## src/rtl/blit_pkg.sv

```systemverilog
// Package: shared types and the operation-code decoder for the blitter.
// Assumes byte-wide data; truth tables are indexed by {src_bit, dst_bit}.
package blit_pkg;

    localparam int BYTE_W = 8;

    typedef enum logic [1:0] {
        ST_IDLE = 2'd0,
        ST_RSRC = 2'd1,
        ST_RDST = 2'd2,
        ST_WRITE = 2'd3
    } blit_state_e;

    typedef struct packed {
        logic       known;
        logic [3:0] table_bits;
    } rop_dec_t;

    // Map an 8-bit raster-op code to a 2-input truth table.
    function automatic rop_dec_t rop_decode(input logic [7:0] code);
        rop_dec_t r;
        r.known = 1'b1;
        case (code)
            8'h00: r.table_bits = 4'b0000;
            8'h05: r.table_bits = 4'b1000;
            8'h06: r.table_bits = 4'b1010;
            8'h09: r.table_bits = 4'b0100;
            8'h0B: r.table_bits = 4'b0101;
            8'h0D: r.table_bits = 4'b1100;
            8'h0E: r.table_bits = 4'b1111;
            8'h50: r.table_bits = 4'b0010;
            8'h59: r.table_bits = 4'b0110;
            8'h6D: r.table_bits = 4'b1110;
            8'h90: r.table_bits = 4'b0111;
            8'h95: r.table_bits = 4'b1001;
            8'hAD: r.table_bits = 4'b1101;
            8'hD0: r.table_bits = 4'b0011;
            8'hD6: r.table_bits = 4'b1011;
            8'hDA: r.table_bits = 4'b0001;
            default: begin
                r.known = 1'b0;
                r.table_bits = 4'b1010;
            end
        endcase
        return r;
    endfunction

endpackage

```

## src/rtl/blit_rop_alu.sv

```systemverilog
// Module: bitwise raster-op combiner.
// Each result bit is a lookup of the 4-entry truth table at {src_bit, dst_bit}.
// Purely combinational; assumes table_bits is stable while in use.
module blit_rop_alu #(
    parameter int DATA_W = 8
) (
    input  logic [3:0]        table_bits,
    input  logic [DATA_W-1:0] src_byte,
    input  logic [DATA_W-1:0] dst_byte,
    output logic [DATA_W-1:0] result
);
    // One truth-table lookup per bit lane.
    for (genvar i = 0; i < DATA_W; i++) begin : g_lane
        assign result[i] = table_bits[{src_byte[i], dst_byte[i]}];
    end
endmodule

```

## src/rtl/blit_walker.sv

```systemverilog
// Module: rectangle address walker.
// On load it latches the bases, pitches, size and direction. Each step moves
// to the next byte: +/-1 within a row, and row base +/- pitch at a row end.
// Assumes width and height are non-zero when loaded; addresses wrap.
module blit_walker #(
    parameter int ADDR_W  = 10,
    parameter int PITCH_W = 11,
    parameter int DIM_W   = 6
) (
    input  logic               clk,
    input  logic               rst_n,
    input  logic               load,
    input  logic               step,
    input  logic               backward,
    input  logic [ADDR_W-1:0]  src_base,
    input  logic [ADDR_W-1:0]  dst_base,
    input  logic [PITCH_W-1:0] src_pitch,
    input  logic [PITCH_W-1:0] dst_pitch,
    input  logic [DIM_W-1:0]   width,
    input  logic [DIM_W-1:0]   height,
    output logic [ADDR_W-1:0]  src_ptr,
    output logic [ADDR_W-1:0]  dst_ptr,
    output logic               last
);
    localparam logic [DIM_W-1:0] ONE_D = DIM_W'(1);

    logic [ADDR_W-1:0]  src_row, dst_row;
    logic [ADDR_W-1:0]  src_stride, dst_stride;
    logic [DIM_W-1:0]   xcnt, ycnt, w_q, h_q;
    logic               bwd_q;
    logic [PITCH_W-1:0] sp_eff, dp_eff;
    logic               row_end;
    logic [ADDR_W-1:0]  src_row_nx, dst_row_nx;

    // Effective strides: pitches negated in backward mode, truncated to address width.
    always_comb begin
        sp_eff     = backward ? -src_pitch : src_pitch;
        dp_eff     = backward ? -dst_pitch : dst_pitch;
        row_end    = (xcnt == w_q - ONE_D);
        last       = row_end && (ycnt == h_q - ONE_D);
        src_row_nx = src_row + src_stride;
        dst_row_nx = dst_row + dst_stride;
    end

    // Pointer and counter registers.
    always_ff @(posedge clk) begin
        if (!rst_n) begin
            src_row <= '0; dst_row <= '0; src_ptr <= '0; dst_ptr <= '0;
            src_stride <= '0; dst_stride <= '0;
            xcnt <= '0; ycnt <= '0; w_q <= '0; h_q <= '0; bwd_q <= 1'b0;
        end else if (load) begin
            src_row    <= src_base;
            dst_row    <= dst_base;
            src_ptr    <= src_base;
            dst_ptr    <= dst_base;
            src_stride <= sp_eff[ADDR_W-1:0];
            dst_stride <= dp_eff[ADDR_W-1:0];
            xcnt <= '0; ycnt <= '0;
            w_q <= width; h_q <= height; bwd_q <= backward;
        end else if (step) begin
            if (row_end) begin
                xcnt    <= '0;
                ycnt    <= ycnt + ONE_D;
                src_row <= src_row_nx;
                dst_row <= dst_row_nx;
                src_ptr <= src_row_nx;
                dst_ptr <= dst_row_nx;
            end else begin
                xcnt    <= xcnt + ONE_D;
                src_ptr <= bwd_q ? src_ptr - 1'b1 : src_ptr + 1'b1;
                dst_ptr <= bwd_q ? dst_ptr - 1'b1 : dst_ptr + 1'b1;
            end
        end
    end

    // Within a row the destination pointer moves by exactly one in the walk direction.
    assert_row_walk_R7: assert property (@(posedge clk) disable iff (!rst_n)
        (step && !load && !row_end) |=>
            (dst_ptr == ($past(bwd_q) ? $past(dst_ptr) - 1'b1 : $past(dst_ptr) + 1'b1)));

    // Source and destination stay in lockstep inside a row (same byte offset).
    assert_lockstep_R6: assert property (@(posedge clk) disable iff (!rst_n)
        (step && !load && !row_end) |=>
            ((src_ptr - $past(src_ptr)) == (dst_ptr - $past(dst_ptr))));
endmodule

```

## src/rtl/blit_engine.sv

```systemverilog
// Module: raster-op rectangle blitter top.
// Validates a start request, then walks the rectangle with three RAM cycles
// per byte (read source, read destination, write result). Assumes a RAM whose
// read data appears one cycle after an enabled read.
module blit_engine #(
    parameter int ADDR_W  = 10,
    parameter int PITCH_W = 11,
    parameter int DIM_W   = 6
) (
    input  logic               clk,
    input  logic               rst_n,
    input  logic               start,
    input  logic [7:0]         rop_code,
    input  logic [7:0]         mode,
    input  logic [ADDR_W-1:0]  src_addr,
    input  logic [ADDR_W-1:0]  dst_addr,
    input  logic [PITCH_W-1:0] src_pitch,
    input  logic [PITCH_W-1:0] dst_pitch,
    input  logic [DIM_W-1:0]   width,
    input  logic [DIM_W-1:0]   height,
    output logic               mem_en,
    output logic               mem_we,
    output logic [ADDR_W-1:0]  mem_addr,
    output logic [7:0]         mem_wdata,
    input  logic [7:0]         mem_rdata,
    output logic               busy,
    output logic               done
);
    import blit_pkg::*;

    localparam logic [2:0] MAX_PIX_CODE = 3'd3;

    blit_state_e st;
    rop_dec_t    dec;
    logic [3:0]  tt_q;
    logic [7:0]  src_q;
    logic        accept, refuse, load, step, last;
    logic [ADDR_W-1:0] src_ptr, dst_ptr;

    // Request checks: known code, supported pixel size, non-empty rectangle.
    always_comb begin
        dec    = rop_decode(rop_code);
        accept = (st == ST_IDLE) && start && dec.known &&
                 (mode[3:1] <= MAX_PIX_CODE) && (width != '0) && (height != '0);
        refuse = (st == ST_IDLE) && start && !accept;
        load   = accept;
        step   = (st == ST_WRITE);
    end

    blit_walker #(.ADDR_W(ADDR_W), .PITCH_W(PITCH_W), .DIM_W(DIM_W)) u_walker (
        .clk(clk), .rst_n(rst_n), .load(load), .step(step), .backward(mode[0]),
        .src_base(src_addr), .dst_base(dst_addr),
        .src_pitch(src_pitch), .dst_pitch(dst_pitch),
        .width(width), .height(height),
        .src_ptr(src_ptr), .dst_ptr(dst_ptr), .last(last)
    );

    blit_rop_alu #(.DATA_W(BYTE_W)) u_alu (
        .table_bits(tt_q), .src_byte(src_q), .dst_byte(mem_rdata), .result(mem_wdata)
    );

    // Per-byte sequencer, operation latch and completion pulse.
    always_ff @(posedge clk) begin
        if (!rst_n) begin
            st <= ST_IDLE; tt_q <= '0; src_q <= '0; done <= 1'b0;
        end else begin
            done <= 1'b0;
            case (st)
                ST_IDLE: begin
                    if (accept) begin
                        tt_q <= dec.table_bits;
                        st   <= ST_RSRC;
                    end else if (refuse) begin
                        done <= 1'b1;
                    end
                end
                ST_RSRC: st <= ST_RDST;
                ST_RDST: begin
                    src_q <= mem_rdata;
                    st    <= ST_WRITE;
                end
                ST_WRITE: begin
                    if (last) begin
                        st   <= ST_IDLE;
                        done <= 1'b1;
                    end else begin
                        st <= ST_RSRC;
                    end
                end
                default: st <= ST_IDLE;
            endcase
        end
    end

    // RAM port drive from the sequencer state.
    always_comb begin
        busy     = (st != ST_IDLE);
        mem_en   = busy;
        mem_we   = (st == ST_WRITE);
        mem_addr = (st == ST_RSRC) ? src_ptr : dst_ptr;
    end

    // Refused codes finish next cycle without a transfer.
    assert_refuse_code_R2: assert property (@(posedge clk) disable iff (!rst_n)
        (!busy && start && !rop_decode(rop_code).known) |=> (done && !mem_en));

    // Pixel size codes above 3 are refused.
    assert_refuse_pix_R3: assert property (@(posedge clk) disable iff (!rst_n)
        (!busy && start && mode[3:1] > MAX_PIX_CODE) |=> (done && !mem_en));

    // Empty rectangles finish with no access.
    assert_empty_R4: assert property (@(posedge clk) disable iff (!rst_n)
        (!busy && start && (width == '0 || height == '0)) |=> (done && !mem_en));

    // A write is always followed by a non-write cycle (three phases per byte).
    assert_write_spacing_R5: assert property (@(posedge clk) disable iff (!rst_n)
        mem_we |=> !mem_we);

    // done is a one-cycle pulse outside the busy window.
    assert_done_pulse_R9: assert property (@(posedge clk) disable iff (!rst_n)
        done |-> (!busy && !mem_en));

    // A start while busy does not alter the latched operation.
    assert_busy_ignore_R10: assert property (@(posedge clk) disable iff (!rst_n)
        (busy && start) |=> $stable(tt_q));
endmodule

```

## config.mk

```make
export PLATFORM = sky130hd
export DESIGN_NAME = blit_engine
export DESIGN_NICKNAME = d
export VERILOG_FILES = /design/src/rtl/blit_pkg.sv /design/src/rtl/blit_rop_alu.sv /design/src/rtl/blit_walker.sv /design/src/rtl/blit_engine.sv
export SDC_FILE = /design/constraint.sdc
export NUM_CORES = 1
export LEC_CHECK = 0
export BUFFER_PORTS_ARGS = -buffer_cell sky130_fd_sc_hd__buf_2
export CELL_PAD_IN_SITES_DETAIL_PLACEMENT = 1
export CELL_PAD_IN_SITES_GLOBAL_PLACEMENT = 1
export CORE_AREA = 2 2 139 141
export CTS_CLUSTER_DIAMETER = 30
export DETAILED_ROUTE_END_ITERATION = 6
export DIE_AREA = 0 0 141 143
export HOLD_SLACK_MARGIN = 0.12
export PLACE_DENSITY_LB_ADDON = 0.1
export SLEW_MARGIN = 10
export SYNTH_ARGS = -nofsm -noshare
export SYNTH_HDL_FRONTEND = slang
export SYNTH_SLANG_ARGS = --single-unit
```

## constraint.sdc

```tcl
create_clock -name clk -period 2.3 [get_ports clk]
set_input_delay 0.115 -clock clk [delete_from_list [all_inputs] [get_ports clk]]
set_output_delay 0.115 -clock clk [all_outputs]
set_load 0.02 [all_outputs]
```

# ---- Yosys cells after proc, flatten, opt, wreduce, memory -nomap -nowiden
# Cells that the tools add are included.
dict set report totals {
  ff_bits 100
  in_bits 81
  out_inout_bits 22
  word_cells 121
}
dict set report op_classes {
  n_addsub 12
  n_lt_le_gt_ge 9
  eq_ne 21
  mux 43
  bitwise 1
  reduce_logical 20
}
# operator count
set op_table {}
lappend op_table {{$mux W10} 17}
lappend op_table {{$pmux W4 S15} 1}
lappend op_table {{$eq A8 B8 Y1 const B} 6}
lappend op_table {{$eq A8 B4 Y1 const B} 4}
lappend op_table {{$eq A8 B7 Y1 const B} 3}
lappend op_table {{$lt A2 B3 Y1 const B} 8}
lappend op_table {{$add A10 B1 Y10 const B} 2}
lappend op_table {{$add A10 B10 Y10} 2}
lappend op_table {{$neg A10 Y10} 2}
lappend op_table {{$sub A10 B1 Y10 const B} 2}
lappend op_table {{$bmux W1 S2} 8}
lappend op_table {{$eq A8 B3 Y1 const B} 2}
lappend op_table {{$reduce_or A16 Y1} 1}
lappend op_table {{$mux W1} 13}
lappend op_table {{$add A6 B1 Y6 const B} 2}
lappend op_table {{$eq A6 B6 Y1} 2}
lappend op_table {{$reduce_bool A6 Y1} 2}
lappend op_table {{$sub A6 B1 Y6 const B} 2}
lappend op_table {{$logic_not A8 Y1} 1}
lappend op_table {{$pmux W2 S4} 1}
lappend op_table {{$logic_and A1 B1 Y1} 7}
lappend op_table {{$mux W6} 1}
lappend op_table {{$reduce_and A2 Y1} 3}
lappend op_table {{$reduce_bool A2 Y1} 3}
lappend op_table {{other kinds (10)} 11}

# ---- Longest topological paths before layout
# Gate-level depths: netlist (run 1).
dict set report depth {
  ltp_word 12
  ltp_mapped 11
  mapped_depth_nobuf 10
}

# ---- Modules after synthesis
# A second synthesis (run 1) with hierarchy kept.
dict set report unflattened {
  cells_unflattened 844
  area_unflattened_um2 7181.9
}
# mod n_inst cells_each area_each_um2 seq_area_each_um2
set modules_own_cells {}
lappend modules_own_cells {blit_walker 1 685 5665.4 1701.6}
lappend modules_own_cells {blit_engine 1 151 1336.3 300.3}
lappend modules_own_cells {blit_rop_alu 1 8 180.2 0.0}

# ---- Least setup slack after synthesis (run 1)
# No wires, ideal clock.
dict set report synth_path {
  kind {flip-flop to flip-flop}
  startpoint {register u_walker.bwd_q}
  endpoint {register u_walker.dst_ptr[9]}
  setup_ns 0.074
  t_arrival_ns 2.392
  required_time_ns 2.226
  path_slack_ns -0.166
  path_stages_with_launch 9
  path_buffers 0
  period_less_slack_ns 2.466
  path_cell_list {dfxtp_1 ha_1 a21oi_1 nor2b_1 a311o_1 and4_1 a211o_1 mux2_2 a31oi_1}
}
dict set report synth_via {
  elab_chain_cells 4
}
# item line_no
set synth_rtl {}
lappend synth_rtl {{start: declaration} blit_walker.sv:30} ;# logic bwd_q;
lappend synth_rtl {{start signal: assignment} blit_walker.sv:59} ;# w_q <= width; h_q <= height; bwd_q <= backward;
lappend synth_rtl {{$mux W10} blit_walker.sv:71} ;# dst_ptr <= bwd_q ? dst_ptr - 1'b1 : dst_ptr + 1'b1;
lappend synth_rtl {{$mux W10} blit_walker.sv:61} ;# if (row_end) begin
lappend synth_rtl {{$mux W10} blit_walker.sv:60} ;# end else if (step) begin
lappend synth_rtl {{$mux W10} blit_walker.sv:51} ;# end else if (load) begin
lappend synth_rtl {{end signal: assignment} blit_walker.sv:55} ;# dst_ptr <= dst_base;
lappend synth_rtl {{end signal: assignment} blit_walker.sv:67} ;# dst_ptr <= dst_row_nx;
lappend synth_rtl {{end signal: assignment} blit_walker.sv:71}
lappend synth_rtl {{end: declaration} blit_walker.sv:22} ;# output logic [ADDR_W-1:0] dst_ptr,
# No other way between the ends. The select of a mux whose other input is x is not followed.
# A chain may end at the register's enable or synchronous reset.

# ---- Final worst setup path (run 1)
dict set report layout_path {
  startpoint {register u_walker.w_q[1]}
  endpoint {register u_walker.dst_row[7]}
}
dict set report layout_via {
  elab_chain_cells 4
}
# item line_no
set layout_rtl {}
lappend layout_rtl {{start: declaration} blit_walker.sv:29} ;# logic [DIM_W-1:0] xcnt, ycnt, w_q, h_q;
lappend layout_rtl {{start signal: assignment} blit_walker.sv:59}
lappend layout_rtl {{$sub A6 B1 Y6} blit_walker.sv:39} ;# row_end = (xcnt == w_q - ONE_D);
lappend layout_rtl {{$eq A6 B6 Y1} blit_walker.sv:39}
lappend layout_rtl {{$reduce_bool A2 Y1 (no line)} --}
lappend layout_rtl {{$reduce_and A2 Y1 (no line)} --}
lappend layout_rtl {{end signal: assignment} blit_walker.sv:53} ;# dst_row <= dst_base;
lappend layout_rtl {{end signal: assignment} blit_walker.sv:65} ;# dst_row <= dst_row_nx;
lappend layout_rtl {{end: declaration} blit_walker.sv:27} ;# logic [ADDR_W-1:0] src_row, dst_row;
# No other way between the ends.

==> run_results.csv, run 1 <==
group,metric,value,unit
placed_design,dpl.hpwl,17590,um
synthesis,synth-async-reset-ratio,0,%
sta,timing.final.crit_share,98.61,%
placed_design,dp_slack,-0.09908,ns
cts,clkSlewWorstSetupHoldPaths,0.08,ns
finish,diodes,0,
synthesis,ys_seq_elements,100,
die,coreArea,18580,um2
critical_path,crit_end,"u_walker.dst_row[7]",
finish,nets,1176,
critical_path,arrival,2.49,ns
cts,cts_max_level,3,
cts,cts-buffers-inserted,9,
detailed_routing,routed_via_density,5.577,
placed_design,routabilityCongestion,0.8744,
grt,antenna_found_initial,0,
synthesis,syn-instance-count,852,
synthesis,yosysWarnings,0,
pwr,powerDensity,449.8,nW/um2
finish,final_cell_mix,"nand2_1, dfxtp_1, buf_2, a21oi_1, buf_4",
outcome,status,"completed",
pwr,p_total,0.004311,W
critical_path,startpoint_type,"flip-flop",
sta,slew_viol_final,0,
grt,overflow,0,
synthesis,synth_edf_count,0,
min_path,hp-class,"in2reg",
sta,slew_headroom,64.44,%
finish,design_area,9585,um2
placed_design,place_inst,1205,
sta,worst_slack,0.03197,ns
sta,worst_pin_slew,0.5319,ns
critical_path,worstSetupPathType,"reg2reg",
die,dieArea,20160,um2
critical_path,r2r_slack,0.03,ns
cts,insertion_delay,0.36,ns
grt,grt_start_max_net_pins,45,
critical_path,crit_path_max_fanout,7,
critical_path,timing.rr.start,"u_walker.w_q[1]",
synthesis,synth_seq_area_share,28.12,%
cts,cts_root_buf,"clkbuf_16",
cts,cts_sinks,100,
detailed_routing,post-route-drc-count,0,
pwr,peakVddDrop,0.0003389,V
critical_path,end_kind,"flip-flop",
die,die_x,141,um
detailed_routing,dr.pass1.iters,4,
cts,cts_tree,"yes",
detailed_routing,wl_per_cell,19.41,um
finish,layout-drive-gt1-share,28.83,%
finish,final_common_cell,"nand2_1",
synthesis,ys_types,69,
placed_design,place_area,8258,um2
pwr,cellLeakagePower,3.873,nW
cts,max-clock-path-buffers,2,
die,start_util,38.31,%
sta,finalCriticalPeriod,2.268,ns
placed_design,io_buffers,94,
critical_path,critPathRequiredTime,2.53,ns
sta,fmax,440.9,MHz
finish,fillers,2198,
detailed_routing,drtAntennaViolNets,0,
die,die_h,143,um
die,pin_count,103,
grt,grt_pass1_vias,7276,
sta,skew,0.01127,ns
sta,setup_viol_count_final,0,
synthesis,avgSynthCellArea,8.355,um2
finish,multi_input_area,5080,um2
synthesis,synth_area,7118,um2
sta,report.final.hold_viol_count,0,
detailed_routing,first_iter_violations,333,
finish,area_delta_synth_final,34.66,%
sta,rsz0062_at_grt,"true",
synthesis,synth_fp_nets,982,
detailed_routing,vias,7167,
detailed_routing,routed_wl,24950,um
job,cap_viol_max_count,0,
critical_path,reg2reg_depth,10,
grt,grt_pass1_wl,37930,um
finish,regArea,2012,um2
critical_path,timing.rr.end,"u_walker.dst_row[7]",
synthesis,synth_ff_type,"dfxtp_1",
critical_path,crit_start,"u_walker.w_q[1]",
die,row_count,50,
grt,grt_usage,23.43,%
finish,layoutNonFillerInstCount,1285,
-- metal layers --
layer	GRT usage, %	wire (um)
met5	0	0
met4	6.947	443
met3	1.979	716
met2	39.90	11830
met1	31.81	11960
-- through the flow --
stage	util [%]	hold WS, ns	TNS [ns]
after floorplan	-	0.2497	0
after global placement	44.44	0.3750	-0.01752
after detailed placement	44.44	0.3778	-0.2434
after CTS	48.71	0.1256	-0.02239
after global routing	51.59	0.1296	-0.4298
final	51.59	0.1275	0
-- where the power goes --
| group | switching (W) | internal (W) |
|---|---|---|
| combinational | 0.000428 | 0.000359 |
| clock | 0.000709 | 0.00102 |
| sequential | 0.0000296 | 0.00177 |
| total | 0.00117 | 0.00314 |
-- cells by family after synthesis --
logic type,Yosys count,share of synthesized area (%)
multiplexers,44,7.822
AND/OR/NAND/NOR,274,18.12
AO/OA/AOI/OAI,240,22.99
buffers and inverters,76,5.414
flip-flops,100,28.12
XOR/XNOR,69,8.490
adder cells (fa/ha/maj),49,9.035
-- layout make-up --
class / instances / share of cell area (%)
clock buffers: 13 / 2.715
clock inverters: 3 / 0.7179
inverters: 28 / 1.123
multi-input cells: 678 / 53.00
flip-flops and latches: 100 / 20.99
well taps: 234 / 3.054
repair buffers: 229 / 18.40
-- worst min path at each step --
stage,start,endpoint,slack [ns],cells after the start
after CTS,src_addr[7],u_walker.src_ptr[7],0.13,3
after detailed placement,height[4],u_walker.h_q[4],0.38,3
after floorplan,src_addr[5],u_walker.src_ptr[5],0.25,1
final,src_addr[7],u_walker.src_row[7],0.13,3
after global placement,height[2],u_walker.h_q[2],0.37,3
after global routing,src_addr[7],u_walker.src_ptr[7],0.13,3
-- worst max-delay path, stage by stage, from the launching register on --
cell,delay (ns)
dfxtp_2,0.33
inv_2,0.06
ha_4,0.13
buf_6,0.10
nor2b_4,0.04
or3_4,0.37
a31oi_4,0.29
and2_2,0.33
mux2_2,0.35
nand2_1,0.07
a21oi_1,0.06
-- state kept, by name (all words and copies together) (netlist names), 2 cells and up --
| register | flops |
|---|---|
| u_walker.src_ptr | 10 |
| u_walker.dst_row | 10 |
| u_walker.xcnt | 6 |
| u_walker.dst_stride | 10 |
| src_q | 8 |
| u_walker.dst_ptr | 10 |
| u_walker.src_stride | 10 |
| u_walker.w_q | 6 |
| u_walker.h_q | 6 |
| tt_q | 4 |
| u_walker.src_row | 10 |
| st | 2 |
| u_walker.ycnt | 6 |
-- cells in the mapped netlist (4+ instances only) --
cell type / instances / area (um2)
nand2_1: 107 / 401.6
dfxtp_1: 100 / 2002
a21oi_1: 84 / 420.4
nor2_1: 62 / 232.7
ha_1: 45 / 563.0
xnor2_1: 44 / 385.4
o21ai_0: 36 / 180.2
nand3_1: 29 / 145.1
inv_1: 26 / 97.59
xor2_1: 25 / 219.0
mux2i_1: 23 / 230.2
clkbuf_1: 18 / 67.56
nor3_1: 18 / 90.09
a211oi_2: 16 / 200.2
nor2b_1: 15 / 93.84
buf_2: 14 / 70.07
o21a_1: 13 / 97.59
mux2_2: 11 / 123.9
a211oi_1: 10 / 75.07
a31oi_1: 9 / 56.30
buf_6: 8 / 90.09
mux4_2: 8 / 180.2
o31ai_1: 8 / 60.06
a211o_1: 7 / 61.31
a21o_1: 7 / 52.55
buf_4: 6 / 45.04
nand4_1: 6 / 37.54
or4_1: 6 / 45.04
a311oi_1: 5 / 43.79
nor4_1: 5 / 31.28
o211ai_1: 5 / 37.54
o221ai_1: 5 / 43.79
fa_1: 4 / 80.08
nand2b_1: 4 / 25.02
nand4b_1: 4 / 35.03
o21ai_1: 4 / 20.02
-- repair_timing --
item,4_1_cts,5_1_grt
resized for setup,11,74
pin swaps,6,24
hold endpoints to repair,55,0
setup endpoints to repair,10,78
hold buffers,42,0
buffers inserted,2,15
cloned,0,5
(Power assumes the default switching activity.)
==> run 2, diff against run 1 <==
--- a/config.mk
+++ b/config.mk
@@ -5,14 +5,16 @@
 export SDC_FILE = /design/constraint.sdc
 export NUM_CORES = 1
 export LEC_CHECK = 0
+export ABC_AREA = 1
 export BUFFER_PORTS_ARGS = -buffer_cell sky130_fd_sc_hd__buf_2
 export CELL_PAD_IN_SITES_DETAIL_PLACEMENT = 1
 export CELL_PAD_IN_SITES_GLOBAL_PLACEMENT = 1
-export CORE_AREA = 2 2 139 141
+export CORE_AREA = 2 2 147 149
 export CTS_CLUSTER_DIAMETER = 30
 export DETAILED_ROUTE_END_ITERATION = 6
-export DIE_AREA = 0 0 141 143
+export DIE_AREA = 0 0 149 151
 export HOLD_SLACK_MARGIN = 0.12
+export MAX_ROUTING_LAYER = met4
 export PLACE_DENSITY_LB_ADDON = 0.1
 export SLEW_MARGIN = 10
 export SYNTH_ARGS = -nofsm -noshare
==> run 2 against run 1 <==
Effect of this change: routed wire length fell by 3.0%; core utilization fell by 7.3 points; clock skew fell by 0.0039 ns; critical path depth rose by 2; global-route usage fell by 0.72 points; clock power fell by 9%; flip-flop and latch count did not move; worst setup slack improved by 0.15 ns; area after synthesis rose by 7.5%; first-iteration DRC count fell by 38%; largest power group unchanged.
==> run_results.csv, run 2 <==
group,metric,value,unit
pwr,clkPwrFrac,37.9,%
critical_path,end_kind,"flip-flop",
sta,slew_viol_final,0,
sta,timing.final.crit_share,92.30,%
sta,setup_viol_count_final,0,
critical_path,max_stage_delay,0.34,ns
critical_path,startpoint_type,"flip-flop",
cts,clkSlewWorstSetupHoldPaths,0.07,ns
placed_design,io_buffers,94,
die,dieArea,22500,um2
synthesis,synth-async-reset-ratio,0,%
synthesis,synth_seq_area_share,26.17,%
die,start_util,36.74,%
pwr,netSwitchingFraction,28.62,%
synthesis,syn-instance-count,1219,
synthesis,synth.most_common_cell,"nand2_1",
grt,grt_pass1_wl,39860,um
finish,post-route-util,44.33,%
synthesis,ys_types,47,
grt,antenna_found_initial,0,
synthesis,synth-simple-area-share,32.07,%
min_path,hp-class,"in2reg",
detailed_routing,drtAntennaViolNets,0,
critical_path,timing.rr.start,"st[1]",
sta,setup_tns,0,ns
critical_path,crit_path_max_fanout,32,
job,cap_viol_max_count,0,
detailed_routing,post-route-drc-count,0,
critical_path,cp_slowest_cell,"dfxtp_1",
critical_path,cpMostUsedCell,"nor2_1",
critical_path,crit_start,"st[1]",
synthesis,synth_mux_area_share,1.178,%
grt,grt_usage,22.71,%
pwr,seqPwrFrac,43.8,%
critical_path,crit_chain,"inv_1, ha_1, nand2_1, nor2_1, o31ai_1, a21oi_2, nand2_4, nand2_1, buf_12, o21ai_0, nor2_1, nor2_1",
pwr,p_int,0.002954,W
finish,nets,1477,
pwr,p_comb_share,18.3,%
detailed_routing,routed_via_density,5.003,
cts,max-clock-path-buffers,2,
critical_path,worstSetupPathType,"reg2reg",
synthesis,synth_area_leaders,"dfxtp_1, nand2_1, nor2_1, o21ai_0, ha_1",
grt,grt_start_max_net_pins,65,
sta,slew_headroom,62.17,%
synthesis,synthXorXnorAreaFrac,5.594,%
detailed_routing,first_iter_violations,206,
synthesis,synthAdderAreaFrac,8.407,%
synthesis,synth_common_cells,"nand2_1, nor2_1, inv_1, o21ai_0, dfxtp_1",
pwr,cellLeakagePower,4.674,nW
min_path,hp-start,"src_addr[0]",
placed_design,dpl.hpwl,18540,um
placed_design,routabilityCongestion,0.8646,
synthesis,synth-compound-area-share,16.62,%
finish,layout-drive-gt1-share,12.52,%
die,pin_count,103,
detailed_routing,dr.pass1.iters,4,
placed_design,dp_slack,0.03001,ns
finish,design_area,9230,um2
detailed_routing,wl_per_cell,14.89,um
synthesis,synth_top_family_by_area,"simple AND/OR/NAND/NOR gates",
sta,skew,0.007387,ns
synthesis,ys_seq_elements,100,
pwr,powerDensity,448.3,nW/um2
die,die_x,149,um
grt,grt_pass1_vias,8358,
synthesis,synth_ff_type,"dfxtp_1",
grt,overflow,0,
finish,fillers,2799,
cts,cts_sinks,100,
finish,final_cell_mix,"nand2_1, nor2_1, inv_1, o21ai_0, dfxtp_1",
sta,finalCriticalPeriod,2.123,ns
detailed_routing,routed_wl,24200,um
synthesis,synth_edf_count,0,
sta,worst_slack,0.1770,ns
finish,diodes,0,
finish,area_delta_synth_final,20.66,%
cts,cts_max_level,3,
synthesis,yosysTopAreaCell,"dfxtp_1",
sta,rsz0062_at_grt,"true",
synthesis,synth_fp_nets,1349,
pwr,power.net_switching,0.001184,W
synthesis,yosysWarnings,0,
synthesis,synth_top_area_share,26.17,%
die,coreArea,20820,um2
die,die_h,151,um
outcome,status,"completed",
placed_design,place_area,8441,um2
finish,final_common_cell,"nand2_1",
critical_path,critPathRequiredTime,2.56,ns
cts,insertion_delay,0.36,ns
critical_path,arrival,2.38,ns
synthesis,avgSynthCellArea,6.276,um2
synthesis,synth_area,7650,um2
cts,cts_root_buf,"clkbuf_16",
sta,report.final.hold_viol_count,0,
pwr,peakVddDrop,0.0003022,V
sta,fmax,471.0,MHz
die,row_count,53,
cts,cts_tree,"yes",
sta,worst_pin_slew,0.5674,ns
detailed_routing,vias,8130,
cts,cts-buffers-inserted,9,
run 2: cell count changes in the layout (fill, tap and decap cells not counted), sizes merged, moves of 14 or more:
cell    change
buf        -65
inv       +110
nor2b      -14
xnor2      -26
a211oi     -25
nand2     +201
nor2      +112
nand3      +47
o21ai      +84
mux2i      -23
run 2: critical path, delay by kind of cell, from the launching register on:
family / cells / cell delay (ns)
flops: 1 / 0.34
buf+inv: 2 / 0.32
simple gates: 6 / 0.71
fa+ha+maj: 1 / 0.19
compound gates: 3 / 0.46
run 2: cell families after synthesis:
logic type	count (synthesis)
simple gates	594
compound gates	238
buf+inv	182
flops	100
fa+ha+maj	49
xor+xnor	48
mux	8
run 2: final timing paths:
kind                         endpoint  slack, ns  cells past startpoint
setup / recovery  u_walker.dst_ptr[7]       0.18                     12
setup reg to reg  u_walker.dst_ptr[7]       0.18                     12
hold reg to reg      u_walker.ycnt[4]       0.49                      2
hold / removal    u_walker.src_ptr[0]       0.13                      5
run 2: power by group through the flow:
stage / combinational, W / sequential [W] / clock, W
after floorplan: 0.000443 / 0.00184 / 0
after global placement: 0.000681 / 0.00185 / 0
after detailed placement: 0.000696 / 0.00185 / 0
after CTS: 0.000752 / 0.00181 / 0.00162
after global routing: 0.000851 / 0.00182 / 0.00167
final: 0.000757 / 0.00181 / 0.00157
run 2: timing repair:
action                     in CTS  in global routing
resized for setup               0                 13
setup endpoints to repair       0                 81
hold endpoints to repair       43                  0
hold buffers                   41                  0
buffers inserted                0                  3
run 2: final cells by class:
type	instances	area, um2	share of cell area (%)
clock inverters	4	51.30	0.5558
clock buffers	10	239.0	2.589
multi-input cells	938	4941	53.53
well taps	275	344.1	3.728
flip-flops and latches	100	2003	21.70
inverters	138	525.5	5.693
repair buffers	160	1126	12.20
run 2: through the flow:
| step | power, W | cells | hold WS, ns |
|---|---|---|---|
| 6_report | 0.004138 | 1625 | 0.1324 |
| 4_1_cts | 0.004179 | 1621 | 0.1221 |
| 5_1_grt | 0.004342 | 1625 | 0.1554 |
| 2_1_floorplan | 0.002288 | 1219 | 0.2688 |
| 3_3_place_gp | 0.002531 | 1566 | 0.3956 |
| 3_5_place_dp | 0.002546 | 1566 | 0.4024 |
run 2: routing by layer:
metal | part of all wire, % | global-route usage, % | wire length, um | vias to the layer above
met5 | 0 | - | 0 | -
met4 | 1.3 | 4.381 | 306 | 0
met3 | 2.7 | 3.253 | 643 | 21
met2 | 50 | 41.77 | 12040 | 93
met1 | 46 | 26.49 | 11210 | 3804
li1 | - | - | - | 4212
==> run 3, diff against run 2 <==
--- a/config.mk
+++ b/config.mk
@@ -9,14 +9,15 @@
 export BUFFER_PORTS_ARGS = -buffer_cell sky130_fd_sc_hd__buf_2
 export CELL_PAD_IN_SITES_DETAIL_PLACEMENT = 1
 export CELL_PAD_IN_SITES_GLOBAL_PLACEMENT = 1
-export CORE_AREA = 2 2 147 149
+export CORE_AREA = 2 2 149 151
 export CTS_CLUSTER_DIAMETER = 30
 export DETAILED_ROUTE_END_ITERATION = 6
-export DIE_AREA = 0 0 149 151
+export DIE_AREA = 0 0 151 153
 export HOLD_SLACK_MARGIN = 0.12
 export MAX_ROUTING_LAYER = met4
 export PLACE_DENSITY_LB_ADDON = 0.1
 export SLEW_MARGIN = 10
 export SYNTH_ARGS = -nofsm -noshare
 export SYNTH_HDL_FRONTEND = slang
+export SYNTH_HIERARCHICAL = 1
 export SYNTH_SLANG_ARGS = --single-unit
==> run 3 against run 2 <==
Effect of this change: flip-flop and latch count unchanged; largest power group unchanged; via count up 3.2%; design area up 2.4%; highest routed layer unchanged.
==> run_results.csv, run 3 <==
group,metric,value,unit
outcome,status,"completed",
critical_path,critPathRequiredTime,2.60,ns
grt,overflow,0,
finish,design_area,9448,um2
critical_path,worstSetupPathType,"reg2reg",
cts,insertion_delay,0.36,ns
detailed_routing,routed_via_density,4.986,
finish,area_delta_synth_final,21.05,%
cts,cts_max_level,3,
finish,nets,1527,
die,coreArea,21490,um2
grt,use_met1,27.22,%
pwr,cellLeakagePower,5.035,nW
sta,setup_tns,0,ns
detailed_routing,first_iter_violations,318,
critical_path,cpMostUsedCell,"buf_4",
critical_path,crit_path_max_fanout,27,
grt,gr-usage-met2,40.80,%
synthesis,avgSynthCellArea,6.204,um2
detailed_routing,drtAntennaViolNets,0,
grt,antenna_found_initial,0,
critical_path,startpoint_type,"flip-flop",
finish,final_cell_mix,"nand2_1, inv_1, nand3_1, nor2_1, dfxtp_1",
min_path,hp-class,"in2reg",
critical_path,cp_slowest_cell,"dfxtp_1",
synthesis,synth_common_cells,"nand2_1, inv_1, nand3_1, nor2_1, dfxtp_1",
cts,max-clock-path-buffers,2,
die,start_util,36.33,%
finish,final_common_cell,"nand2_1",
die,dieArea,23100,um2
job,cap_viol_max_count,0,
pwr,peakVddDrop,0.0003021,V
synthesis,yosysTopAreaCell,"dfxtp_1",
synthesis,synth_ff_type,"dfxtp_1",
synthesis,ys_seq_elements,100,
synthesis,synth_fp_nets,1388,
critical_path,max_stage_delay,0.31,ns
placed_design,dpl.hpwl,19630,um
grt,grtUsageMet3,1.910,%
grt,grt_usage,22.83,%
finish,layout-drive-gt1-share,13.98,%
detailed_routing,vias,8387,
synthesis,synth_edf_count,0,
sta,worst_pin_slew,0.4785,ns
detailed_routing,post-route-drc-count,0,
die,die_h,153,um
placed_design,place_inst,1623,
synthesis,ys_types,45,
synthesis,synth-async-reset-ratio,0,%
synthesis,syn-instance-count,1258,
placed_design,place_area,8702,um2
critical_path,arrival,2.39,ns
sta,rsz0062_at_grt,"false",
grt,busiest_layer,"met2",
placed_design,routabilityCongestion,0.8520,
detailed_routing,routed_wl,25280,um
critical_path,end_kind,"flip-flop",
detailed_routing,wl_per_cell,15.03,um
grt,grt_pass1_wl,41260,um
sta,slew_viol_final,0,
sta,fmax,478.7,MHz
die,row_count,54,
finish,fillers,2918,
sta,timing.final.crit_share,90.82,%
die,die_x,151,um
cts,cts_sinks,100,
cts,cts_tree,"yes",
detailed_routing,dr.pass1.iters,4,
sta,report.final.hold_viol_count,0,
synthesis,synth_area_leaders,"dfxtp_1, nand2_1, nand3_1, ha_1, inv_1",
sta,setup_viol_count_final,0,
grt,grt_pass1_vias,8531,
sta,finalCriticalPeriod,2.089,ns
pwr,p_total,0.004743,W
pwr,powerDensity,502.0,nW/um2
grt,grt_start_max_net_pins,28,
critical_path,crit_chain,"inv_1, ha_1, nand4_1, a21oi_2, nand2_4, inv_4, buf_4, buf_4, nand2_1, o21ai_0, nor2_2, nor2_1",
sta,slew_headroom,68.07,%
synthesis,synth_area,7805,um2
synthesis,yosysWarnings,6,
sta,whs,0.1312,ns
placed_design,io_buffers,94,
synthesis,synth_seq_area_share,25.65,%
synthesis,synth_top_area_share,25.65,%
cts,cts_root_buf,"clkbuf_16",
sta,skew,0.01244,ns
cts,cts-buffers-inserted,9,
cts,clkSlewWorstSetupHoldPaths,0.08,ns
synthesis,synth.most_common_cell,"nand2_1",
die,pin_count,103,
finish,layoutNonFillerInstCount,1682,
finish,diodes,0,
## run 3: cell families after synthesis
kind of cell	Yosys count	share of synthesized area, %
simple gates	711	39.74
buf+inv	190	9.683
compound gates	165	11.54
flops	100	25.65
fa+ha+maj	49	8.240
xor+xnor	33	3.703
mux	10	1.443
## run 3: routing by layer
metal / share of wire [%] / up-vias
met5: 0 / -
met4: 1.8 / 0
met3: 2.0 / 26
met2: 51 / 98
met1: 45 / 3947
li1: - / 4316
## run 3: metrics by stage
stage / util (%) / worst slack, ns
2_1_floorplan: - / 0.08573
3_3_place_gp: 40.50 / 0.1679
3_5_place_dp: 40.50 / 0.1104
4_1_cts: 43.83 / 0.09469
5_1_grt: 43.97 / 0.02279
6_report: 43.97 / 0.2111
## run 3: area by class of cell
class | count | area (um2) | share of cell area, %
repair buffers | 163 | 1160 | 12.28
clock inverters | 5 | 42.54 | 0.4503
flip-flops and latches | 100 | 2002 | 21.19
multi-input cells | 968 | 5056 | 53.52
well taps | 280 | 350.3 | 3.708
inverters | 155 | 584.3 | 6.185
clock buffers | 11 | 252.7 | 2.675
## run 3: critical path: cells and delay by family, from the launching register on
| family | cells | cell delay [ns] |
|---|---|---|
| AOI/OAI and AO/OA | 2 | 0.28 |
| DFF | 1 | 0.31 |
| and+or+nand+nor | 5 | 0.49 |
| buffers and inverters | 4 | 0.75 |
| adders and majority gates | 1 | 0.20 |
## run 3: worst paths after layout
kind                                              from  cells after the start  slack, ns                endpoint
worst min-delay path                      src_pitch[5]                      3       0.13  u_walker/src_stride[5]
worst max-delay path                             st[0]                     12       0.21     u_walker/src_row[0]
worst max register to register                   st[0]                     12       0.21     u_walker/src_row[0]
worst min register to register  u_walker/src_stride[3]                      2       0.47  u_walker/src_stride[3]
## run 3: where the power goes
part           internal (W)  switching (W)  total [W]
Sequential          0.00185       0.000102    0.00195
Clock              0.000812       0.000770    0.00158
Combinational      0.000483       0.000728    0.00121
Total               0.00314        0.00160    0.00474
## run 3: what timing repair did
item                       4_1_cts  5_1_grt
hold endpoints to repair        42        0
setup buffers                    0        1
gates resized for setup          0        3
hold buffers                    42        0
setup endpoints to repair        0        9
